[src/rtl/cct_pkg.sv]
package cct_pkg;

  // oversampling select width and the derived sample index width
  localparam int OSR_SEL_W    = 2;
  localparam int OSR_MAX_LOG2 = (1 << OSR_SEL_W) - 1;
  localparam int IDX_W        = OSR_MAX_LOG2 + 2;

  // strobes handed from the timing datapath to the phase control
  typedef struct packed {
    logic running;    // startup finished
    logic tick;       // prescaler enable
    logic stepFirst;  // first clock of the current timer value
    logic cycleStart; // first sampling instant of a period
  } cctStrobes_t;

  typedef enum logic [2:0] {
    PH_IDLE,
    PH_ACQ,
    PH_READ,
    PH_WAITWR,
    PH_VALID
  } cctPhase_e;

endpackage

[src/rtl/cct_datapath.sv]
module cct_datapath
  import cct_pkg::*;
#(
  parameter int PRESC_W     = 16,
  parameter int TMR_W       = 16,
  parameter int STARTUP_LEN = 16
) (
  input  logic                 clk,
  input  logic                 rstN,
  input  logic [PRESC_W-1:0]   prescDiv,
  input  logic [TMR_W-1:0]     periodVal,
  input  logic [OSR_SEL_W-1:0] osrSel,
  output logic                 cfgDonePulse,
  output logic                 tick,
  output logic [TMR_W-1:0]     timerVal,
  output logic                 samplePulse,
  output cctStrobes_t          strobes
);

  localparam int SU_W  = $clog2(STARTUP_LEN + 1);
  localparam int ACC_W = TMR_W + 1;

  logic               started;
  logic [SU_W-1:0]    suCnt;
  logic [PRESC_W-1:0] prescCnt;
  logic [ACC_W-1:0]   nextHit;
  logic [IDX_W-1:0]   hitIdx;
  logic [IDX_W-1:0]   osrN;
  logic [ACC_W-1:0]   span;
  logic [ACC_W-1:0]   spRaw;
  logic [ACC_W-1:0]   spacing;
  logic               stepFirst;
  logic               hit;
  logic               wrapNow;

  // startup sequencer
  always_ff @(posedge clk) begin
    if (!rstN) begin
      started <= 1'b0;
      suCnt   <= '0;
    end else if (!started) begin
      if (suCnt == SU_W'(STARTUP_LEN)) started <= 1'b1;
      else                             suCnt   <= suCnt + 1'b1;
    end
  end

  assign cfgDonePulse = !started && (suCnt == SU_W'(STARTUP_LEN));

  // prescaler
  always_ff @(posedge clk) begin
    if (!rstN || !started)        prescCnt <= '0;
    else if (prescCnt == prescDiv) prescCnt <= '0;
    else                           prescCnt <= prescCnt + 1'b1;
  end

  assign tick      = started && (prescCnt == prescDiv);
  assign stepFirst = started && (prescCnt == '0);
  assign wrapNow   = tick && (timerVal == periodVal);

  // period timer
  always_ff @(posedge clk) begin
    if (!rstN || !started) timerVal <= '0;
    else if (wrapNow)      timerVal <= '0;
    else if (tick)         timerVal <= timerVal + 1'b1;
  end

  // evenly spaced sampling instants
  assign osrN    = IDX_W'(1) << osrSel;
  assign span    = ACC_W'(periodVal) + ACC_W'(1);
  assign spRaw   = span >> osrSel;
  assign spacing = (spRaw == '0) ? ACC_W'(1) : spRaw;
  assign hit     = stepFirst && (ACC_W'(timerVal) == nextHit) && (hitIdx < osrN);

  always_ff @(posedge clk) begin
    if (!rstN || !started) begin
      nextHit <= '0;
      hitIdx  <= '0;
    end else if (wrapNow) begin
      nextHit <= '0;
      hitIdx  <= '0;
    end else if (hit) begin
      nextHit <= nextHit + spacing;
      hitIdx  <= hitIdx + 1'b1;
    end
  end

  assign samplePulse        = hit;
  assign strobes.running    = started;
  assign strobes.tick       = tick;
  assign strobes.stepFirst  = stepFirst;
  assign strobes.cycleStart = hit && (hitIdx == '0);

  // configuration-done fires a single time
  p_cfg_once_r1: assert property (@(posedge clk) disable iff (!rstN)
    cfgDonePulse |=> (!cfgDonePulse && started));

  // nothing moves before startup completes
  p_hold_r2: assert property (@(posedge clk) disable iff (!rstN)
    !started |-> (timerVal == '0 && !tick && !samplePulse));

  // timer never passes its top value
  p_timer_range_r4: assert property (@(posedge clk) disable iff (!rstN)
    timerVal <= periodVal);

  // timer only steps on an enable
  p_timer_hold_r4: assert property (@(posedge clk) disable iff (!rstN)
    (started && !tick) |=> $stable(timerVal));

  // with a slowed prescaler a sampling pulse lasts one cycle
  p_sample_single_r5: assert property (@(posedge clk) disable iff (!rstN)
    (samplePulse && !tick) |=> !samplePulse);

endmodule

[src/rtl/cct_control.sv]
module cct_control
  import cct_pkg::*;
#(
  parameter int LAT_W = 8,
  parameter int RD_W  = 8
) (
  input  logic             clk,
  input  logic             rstN,
  input  cctStrobes_t      strobes,
  input  logic [LAT_W-1:0] convLat,
  input  logic [RD_W-1:0]  readCycles,
  input  logic             wrDone,
  output logic             adcDonePulse,
  output logic             readPulse,
  output logic             readActive,
  output logic             dataValidPulse
);

  cctPhase_e        phase;
  logic [LAT_W-1:0] latCnt;
  logic [RD_W-1:0]  rdCnt;
  logic [LAT_W-1:0] convEff;
  logic [RD_W-1:0]  rdEff;
  logic             adcHit;

  assign convEff = (convLat == '0) ? LAT_W'(1) : convLat;
  assign rdEff   = (readCycles == '0) ? RD_W'(1) : readCycles;
  assign adcHit  = (phase == PH_ACQ) && strobes.stepFirst && (latCnt == convEff);

  always_ff @(posedge clk) begin
    if (!rstN) begin
      phase  <= PH_IDLE;
      latCnt <= '0;
      rdCnt  <= '0;
    end else if (strobes.cycleStart) begin
      // a new period always restarts acquisition
      phase  <= PH_ACQ;
      latCnt <= strobes.tick ? LAT_W'(1) : '0;
    end else begin
      unique case (phase)
        PH_ACQ: begin
          if (adcHit) begin
            phase <= PH_READ;
            rdCnt <= RD_W'(1);
          end else if (strobes.tick) begin
            latCnt <= latCnt + 1'b1;
          end
        end
        PH_READ: begin
          if (rdCnt >= rdEff) phase <= PH_WAITWR;
          else                rdCnt <= rdCnt + 1'b1;
        end
        PH_WAITWR: if (wrDone) phase <= PH_VALID;
        PH_VALID:  phase <= PH_IDLE;
        default:   phase <= PH_IDLE;
      endcase
    end
  end

  assign adcDonePulse   = adcHit;
  assign readPulse      = (phase == PH_READ) && (rdCnt == RD_W'(1));
  assign readActive     = (phase == PH_READ);
  assign dataValidPulse = (phase == PH_VALID);

  // phase outputs silent until running
  p_quiet_r2: assert property (@(posedge clk) disable iff (!rstN)
    !strobes.running |-> !(adcDonePulse || readPulse || readActive || dataValidPulse));

  // read start directly follows conversion done
  p_read_follow_r7: assert property (@(posedge clk) disable iff (!rstN)
    (adcDonePulse && !strobes.cycleStart) |=> readPulse);

  // the read start lies inside the read level
  p_read_level_r7: assert property (@(posedge clk) disable iff (!rstN)
    readPulse |-> readActive);

  // data valid only after an accepted handshake
  p_valid_src_r8: assert property (@(posedge clk) disable iff (!rstN)
    dataValidPulse |-> ($past(wrDone) && $past(phase == PH_WAITWR)));

  // phase indications never overlap
  p_phase_excl_r8: assert property (@(posedge clk) disable iff (!rstN)
    $onehot0({adcDonePulse, readActive, dataValidPulse}));

endmodule

[src/rtl/cycle_timing_gen.sv]
module cycle_timing_gen
  import cct_pkg::*;
#(
  parameter int PRESC_W     = 16,
  parameter int TMR_W       = 16,
  parameter int LAT_W       = 8,
  parameter int RD_W        = 8,
  parameter int STARTUP_LEN = 16
) (
  input  logic                 clk,
  input  logic                 rstN,
  input  logic [PRESC_W-1:0]   prescDiv,
  input  logic [TMR_W-1:0]     periodVal,
  input  logic [OSR_SEL_W-1:0] osrSel,
  input  logic [LAT_W-1:0]     convLat,
  input  logic [RD_W-1:0]      readCycles,
  input  logic                 wrDone,
  output logic                 tick,
  output logic [TMR_W-1:0]     timerVal,
  output logic                 samplePulse,
  output logic                 adcDonePulse,
  output logic                 readPulse,
  output logic                 readActive,
  output logic                 dataValidPulse,
  output logic                 cfgDonePulse
);

  cctStrobes_t strobes;

  cct_datapath #(
    .PRESC_W    (PRESC_W),
    .TMR_W      (TMR_W),
    .STARTUP_LEN(STARTUP_LEN)
  ) uDatapath (
    .clk         (clk),
    .rstN        (rstN),
    .prescDiv    (prescDiv),
    .periodVal   (periodVal),
    .osrSel      (osrSel),
    .cfgDonePulse(cfgDonePulse),
    .tick        (tick),
    .timerVal    (timerVal),
    .samplePulse (samplePulse),
    .strobes     (strobes)
  );

  cct_control #(
    .LAT_W(LAT_W),
    .RD_W (RD_W)
  ) uControl (
    .clk           (clk),
    .rstN          (rstN),
    .strobes       (strobes),
    .convLat       (convLat),
    .readCycles    (readCycles),
    .wrDone        (wrDone),
    .adcDonePulse  (adcDonePulse),
    .readPulse     (readPulse),
    .readActive    (readActive),
    .dataValidPulse(dataValidPulse)
  );

endmodule

[config.mk]
export PLATFORM = sky130hd
export DESIGN_NAME = cycle_timing_gen
export DESIGN_NICKNAME = d
export VERILOG_FILES = /design/src/rtl/cct_pkg.sv /design/src/rtl/cct_datapath.sv /design/src/rtl/cct_control.sv /design/src/rtl/cycle_timing_gen.sv
export SDC_FILE = /design/constraint.sdc
export NUM_CORES = 1
export LEC_CHECK = 0
export BUFFER_PORTS_ARGS = -buffer_cell sky130_fd_sc_hd__buf_4
export CAP_MARGIN = 30
export CORE_MARGIN = 2
export CORE_UTILIZATION = 40
export CTS_CLUSTER_DIAMETER = 40
export DETAILED_ROUTE_END_ITERATION = 8
export GPL_TIMING_DRIVEN = 0
export HOLD_SLACK_MARGIN = 0.12
export PLACE_DENSITY = 0.55
export SYNTH_ARGS = -nofsm -noshare
export SYNTH_HDL_FRONTEND = slang
export SYNTH_HIERARCHICAL = 1
export SYNTH_SLANG_ARGS = --single-unit
[constraint.sdc]
create_clock -name clk -period 6.9 [get_ports clk]
set_input_delay 1.035 -clock clk [delete_from_list [all_inputs] [get_ports clk]]
set_output_delay 1.035 -clock clk [all_outputs]
set_load 0.02 [all_outputs]
==> results of run 1 <==
cell usage in the layout, fill, tap and decap left out, drive strengths merged, types with 10 or more instances in the layout:
cell	instances
nand2	61
xnor2	59
nand2b	10
xor2	40
inv	42
dfxtp	79
buf	85
clkbuf	40
nand4	28
a21o	14
nor4	16
ha	38
a21oi	46
nor3	22
nor2	73
mux2i	10
and3	17
o21ai	31
nand3	39
area by class of cell:
class | count | area, um^2
timing repair buffer | 72 | 538
tap | 211 | 264
clock buffer | 11 | 253
clock inverter | 5 | 38.8
buffer | 42 | 191
inverter | 40 | 150
multi-input combinational | 644 | 4400
fill | 1566 | 7900
sequential | 79 | 1580
final timing paths:
check / from / endpoint / slack [ns] / cells past startpoint
worst min register to register: uDatapath/nextHit[13] / uDatapath/nextHit[13] / 0.49 / 2
worst min-delay path: uDatapath/nextHit[13] / uDatapath/nextHit[13] / 0.49 / 2
worst max-delay path: periodVal[4] / uDatapath/nextHit[16] / 1.27 / 19
worst max register to register: uDatapath/timerVal[12] / uControl/rdCnt[7] / 3.55 / 10
state kept, by name (all words and copies together), names as in the netlist, 3 cells and up:
register,flops
uDatapath/suCnt,5
uControl/latCnt,8
uDatapath/prescCnt,16
uDatapath/nextHit,17
uDatapath/hitIdx,5
uControl/rdCnt,8
uDatapath/timerVal,16
uControl/phase,3
worst min-delay path, stage by stage, from the launching register on:
cell and delay (ns):
dfxtp_1 0.33, nand2_1 0.06, a21oi_1 0.05
power breakdown:
group	switching (W)	internal, W	total (W)
clock network	0.000208	0.000266	0.000474
registers	0.00000134	0.000457	0.000459
logic	0.0000828	0.0000654	0.000148
stage by stage:
step | util | hold WS [ns] | std cells | setup slack [ns]
CTS | 0.484 | 0.491 | 1104 | 1.40
finish | 0.484 | 0.489 | 1104 | 1.27
global route | 0.484 | 0.503 | 1104 | 1.04
detailed placement | 0.465 | 0.482 | 1088 | 1.06
floorplan | - | 0.426 | 805 | 2.13
global placement | 0.465 | 0.471 | 1087 | 1.06
per-layer routing:
metal,routed length [um],up-vias,track usage
li1,-,3069,-
met1,8930,2906,0.315
met2,8330,153,0.357
met3,872,23,0.0349
met4,331,0,0.0721
met5,0,-,0
==> reports/qor.txt, run 1 <==
Grt ovf: 0
Initial Util: 0.413
Final period utilization: 0.815
Via count: 6151
Clock skew: 0.00916 ns
Initial antenna violation count: 0
First-pass GRT wire length: 29.9 mm
CP max stage cell: nor3_1
Pwr dens: 146 nW/um^2
Count of pins over their slew limit: 0
Final Hold Viols: 0
Max IR drop VDD: 0.000112 V
Dpl cell area: 7120 um^2
Crit path buf inv count: 4
DRC: 0
Delay-heaviest family, CP: compound AO/OA/AOI/OAI gates
Mapped cell area: 6320 um^2
Reg clk slew, reported paths: 0.07 ns
Max Cap Viol: 0
Sum Neg Setup Slack: 0 ns
Synth Instances: 805
Clock buffer depth: 2
GPL Wtd Cong: 0.933
Worst Tran Pin Value: 0.739 ns
I/O Buffers: 71
Die height: 130 um
CTS tree: done
Crit. End Element: register
Total Power: 0.00108 W
Critical path arrival: 5.91 ns
Core footprint: 15300 um^2
Pre-antenna DRT Iters: 5
Hold Crit Class: reg -> reg
Critical Path Fanout Max: 10
Post-CTS Repair Setup Buffers: 0
Post-DP HPWL: 14.5 mm
TritonCTS buffer count: 9
WL per Instance: 16.7 um
Largest net degree at the start of global routing: 15
CP Data Required Time: 7.19 ns
I/O pins: 76
Cell Chain, Critical Path: buf_4 -> clkbuf_1 -> inv_1 -> nor3_1 -> a31oi_1 -> o21ai_0 -> and3_1 -> nand4_1 -> o31ai_1 -> ha_1 -> inv_1 -> fa_1 -> nor2b_1 -> o31a_1 -> a21oi_1 -> a211oi_1 -> o211ai_1 -> a2111o_1 -> nand3_1
Detailed Route WL: 18.5 mm
Outcome: complete, no violations
Initial drt markers: 306
PostCTS Resize Cnt: 0
Post-route cell area: 7420 um^2
GR Util All Layers: 0.225
Avg Cell Area, Syn: 7.85 um^2
Worst stage delay on the critical path: 0.58 ns
Drt via density: 5.57
Vias in the first global route: 5912
Htree depth: 3
Num Clock Sinks: 79
Antenna diodes: 0
DIE AREA: 16800 um^2
Die Wd: 130 um
Syn nets: 897
Cts hold-fix bufs: 0
Yosys warns: 6
P&R area growth vs syn: 17.3%
# setup viols final: 0
Clk Latency, worst-skew pair: 0.35 ns
Most used cell, CP: inv_1
Clk root buf: clkbuf_16
Share of cells above drive strength 1: 0.141
# nets final: 980
FP Rows: 45
Final min period: 5.63 ns
Antenna Nets Post-Route: 0
Setup CP Type: in -> reg
Worst slew margin: 0.503
Fmax: 178 MHz
Startpoint Class: input port
RSZ-0062 raised after global routing: false
Leakage Power: 2.96 nW
(Power assumes the default switching activity.)
==> run 2: changes to the inputs <==
==> constraint.sdc (replaced) <==
create_clock -name clk -period 5.3 [get_ports clk]
set_input_delay 0.795 -clock clk [delete_from_list [all_inputs] [get_ports clk]]
set_output_delay 0.795 -clock clk [all_outputs]
set_load 0.02 [all_outputs]
==> run 2 against run 1 <==
Routed wire length grew 0.28%. Flip-flop and latch count is the same. Clock skew shrank 0.0011 ns. Die area is the same. Critical path type unchanged. Clock power grew 31%. Non-clock buffer count shrank 1. Worst hold slack lost 0.0034 ns. Critical endpoint unchanged.
==> reports/qor.txt, run 2 (synthesis gave the netlist of run 1 again) <==
Outcome: complete, no violations
Reg2Reg Launch Point: uDatapath/timerVal[12]
Filler Cell Count: 1562
CP max stage cell: nor3_2
Most common cell after layout, fill and taps aside: dfxtp_1
Startpoint Class: input port
Detailed Route WL: 18.5 mm
Crit path buf inv count: 4
Largest net degree at the start of global routing: 15
Crit. End Element: register
Clock buffer depth: 2
CTS tree: done
Reg2reg path depth: 10
Reg-to-Reg End: uControl/rdCnt[7]
Largest register by flop count: uDatapath/nextHit
Final period utilization: 0.953
Final Util: 0.486
Post-route cell area: 7440 um^2
Vias in the first global route: 5912
Count of pins over their slew limit: 0
Share of cells above drive strength 1: 0.151
Die height: 130 um
Initial drt markers: 307
Die Wd: 130 um
Largest registers: uDatapath/nextHit: 17 flops, uDatapath/prescCnt: 16 flops, uDatapath/timerVal: 16 flops
Clk root buf: clkbuf_16
P&R area growth vs syn: 17.7%
Most used cell, CP: inv_1
Worst hold path cell count: 2
Final Hold Viols: 0
Via count: 6122
Most frequent cells in the layout: dfxtp_1, buf_4, nor2_1
TritonCTS buffer count: 9
Critical Path Fanout Max: 10
Total Power: 0.00141 W
Fmax: 198 MHz
Delay-heaviest family, CP: compound AO/OA/AOI/OAI gates
Cts hold-fix bufs: 0
DIE AREA: 16800 um^2
FP Rows: 45
Clk Latency, worst-skew pair: 0.35 ns
Clock skew: 0.00807 ns
Leakage Power: 2.97 nW
RSZ-0062 raised after global routing: false
Worst slew margin: 0.500
Post-CTS Repair Setup Buffers: 0
Area of the multi-input gates: 4420 um^2
Drt via density: 5.55
Grt ovf: 0
Initial Util: 0.413
I/O Buffers: 71
Cell Chain, Critical Path: buf_4 -> clkbuf_1 -> inv_1 -> nor3_2 -> a31oi_1 -> o21ai_0 -> and3_1 -> nand4_1 -> o31ai_1 -> ha_1 -> inv_1 -> fa_1 -> nor2b_1 -> o31a_1 -> a21oi_1 -> a211oi_2 -> o211ai_1 -> a2111o_1 -> nand3_1
Reg2reg setup slack: 1.93 ns
GR Util All Layers: 0.225
Pre-antenna DRT Iters: 5
Hold Crit Class: reg -> reg
Initial antenna violation count: 0
Antenna diodes: 0
Critical path arrival: 5.34 ns
Sum Neg Setup Slack: 0 ns
Setup CP Type: in -> reg
CP Data Required Time: 5.59 ns
Htree depth: 3
Max Cap Viol: 0
DRC: 0
Pwr dens: 190 nW/um^2
Post-DP HPWL: 14.5 mm
GPL Wtd Cong: 0.933
Worst Tran Pin Value: 0.744 ns
Worst stage delay on the critical path: 0.42 ns
Hold endpoint: uDatapath/nextHit[16]
Final min period: 5.05 ns
First-pass GRT wire length: 29.9 mm
I/O pins: 76
# setup viols final: 0
Worst hold start: uDatapath/nextHit[16]
Max reg flops: 17
Reg area: 1580 um^2
Core footprint: 15300 um^2
Num Clock Sinks: 79
Dpl cell area: 7120 um^2
Reg clk slew, reported paths: 0.06 ns
WL per Instance: 16.8 um
# nets final: 979
Hold slack final: 0.485 ns
Antenna Nets Post-Route: 0
Max IR drop VDD: 0.000145 V
-- run 2: cell types whose count changed in the layout (fill, tap and decap cells not counted) --
cell / previous run / this run
ha_1: 38 / 37
clkbuf_2: 0 / 4
a211oi_1: 9 / 8
ha_2: 0 / 1
nor3_1: 22 / 20
nor4_2: 2 / 3
buf_1: 3 / 2
a211oi_2: 0 / 1
nor3_2: 0 / 2
nor4_1: 13 / 12
clkbuf_1: 29 / 25
-- run 2: area by class of cell --
class	count	share of cell area
buffer	41	0.0259
clock buffer	11	0.0340
inverter	40	0.0202
sequential	79	0.213
timing repair buffer	72	0.0723
multi-input combinational	644	0.594
clock inverter	5	0.00521
tap	211	0.0355
-- run 2: worst register-to-register path, stage by stage, from the launching register on --
cell	delay [ns]
dfxtp_1	0.46
clkbuf_1	0.35
xor2_1	0.17
nor4b_1	0.42
nand4b_1	0.21
nor4_1	0.47
and4b_1	0.43
a211oi_1	0.13
nand3_1	0.29
nor3_1	0.10
a211o_1	0.22
-- run 2: report_power, final --
| group | switching [W] | internal, W | leakage (nW) |
|---|---|---|---|
| logic | 0.000109 | 0.0000859 | 2.19 |
| registers | 0.00000176 | 0.000595 | 0.637 |
| clock network | 0.000274 | 0.000347 | 0.143 |
-- run 2: worst max-delay path by stage --
stage,start,end,cells after the start
finish,periodVal[4],uDatapath/nextHit[16],19
CTS,osrSel[0],uDatapath/nextHit[16],20
global route,periodVal[4],uDatapath/nextHit[16],19
global placement,osrSel[0],uDatapath/nextHit[16],20
detailed placement,osrSel[0],uDatapath/nextHit[16],20
floorplan,periodVal[2],uDatapath/nextHit[16],18
-- run 2: per-layer routing --
metal / share of wire / track usage / vias up / wire, um
met3: 0.046 / 0.0349 / 23 / 860
li1: - / - / 3067 / -
met2: 0.45 / 0.357 / 159 / 8300
met4: 0.018 / 0.0721 / 0 / 335
met5: 0 / 0 / - / 0
met1: 0.49 / 0.315 / 2873 / 9020
-- run 2: stage by stage --
stage / worst slack [ns] / instances
CTS: 0.0416 / 1104
global route: 0.0134 / 1103
finish: 0.248 / 1103
detailed placement: -0.297 / 1088
global placement: -0.299 / 1087
floorplan: 0.769 / 805
-- run 2: repair_timing --
| item | CTS | global route |
|---|---|---|
| setup endpoints to repair | 0 | 3 |
| gates resized for setup | 0 | 12 |
| hold endpoints to repair | 0 | 0 |
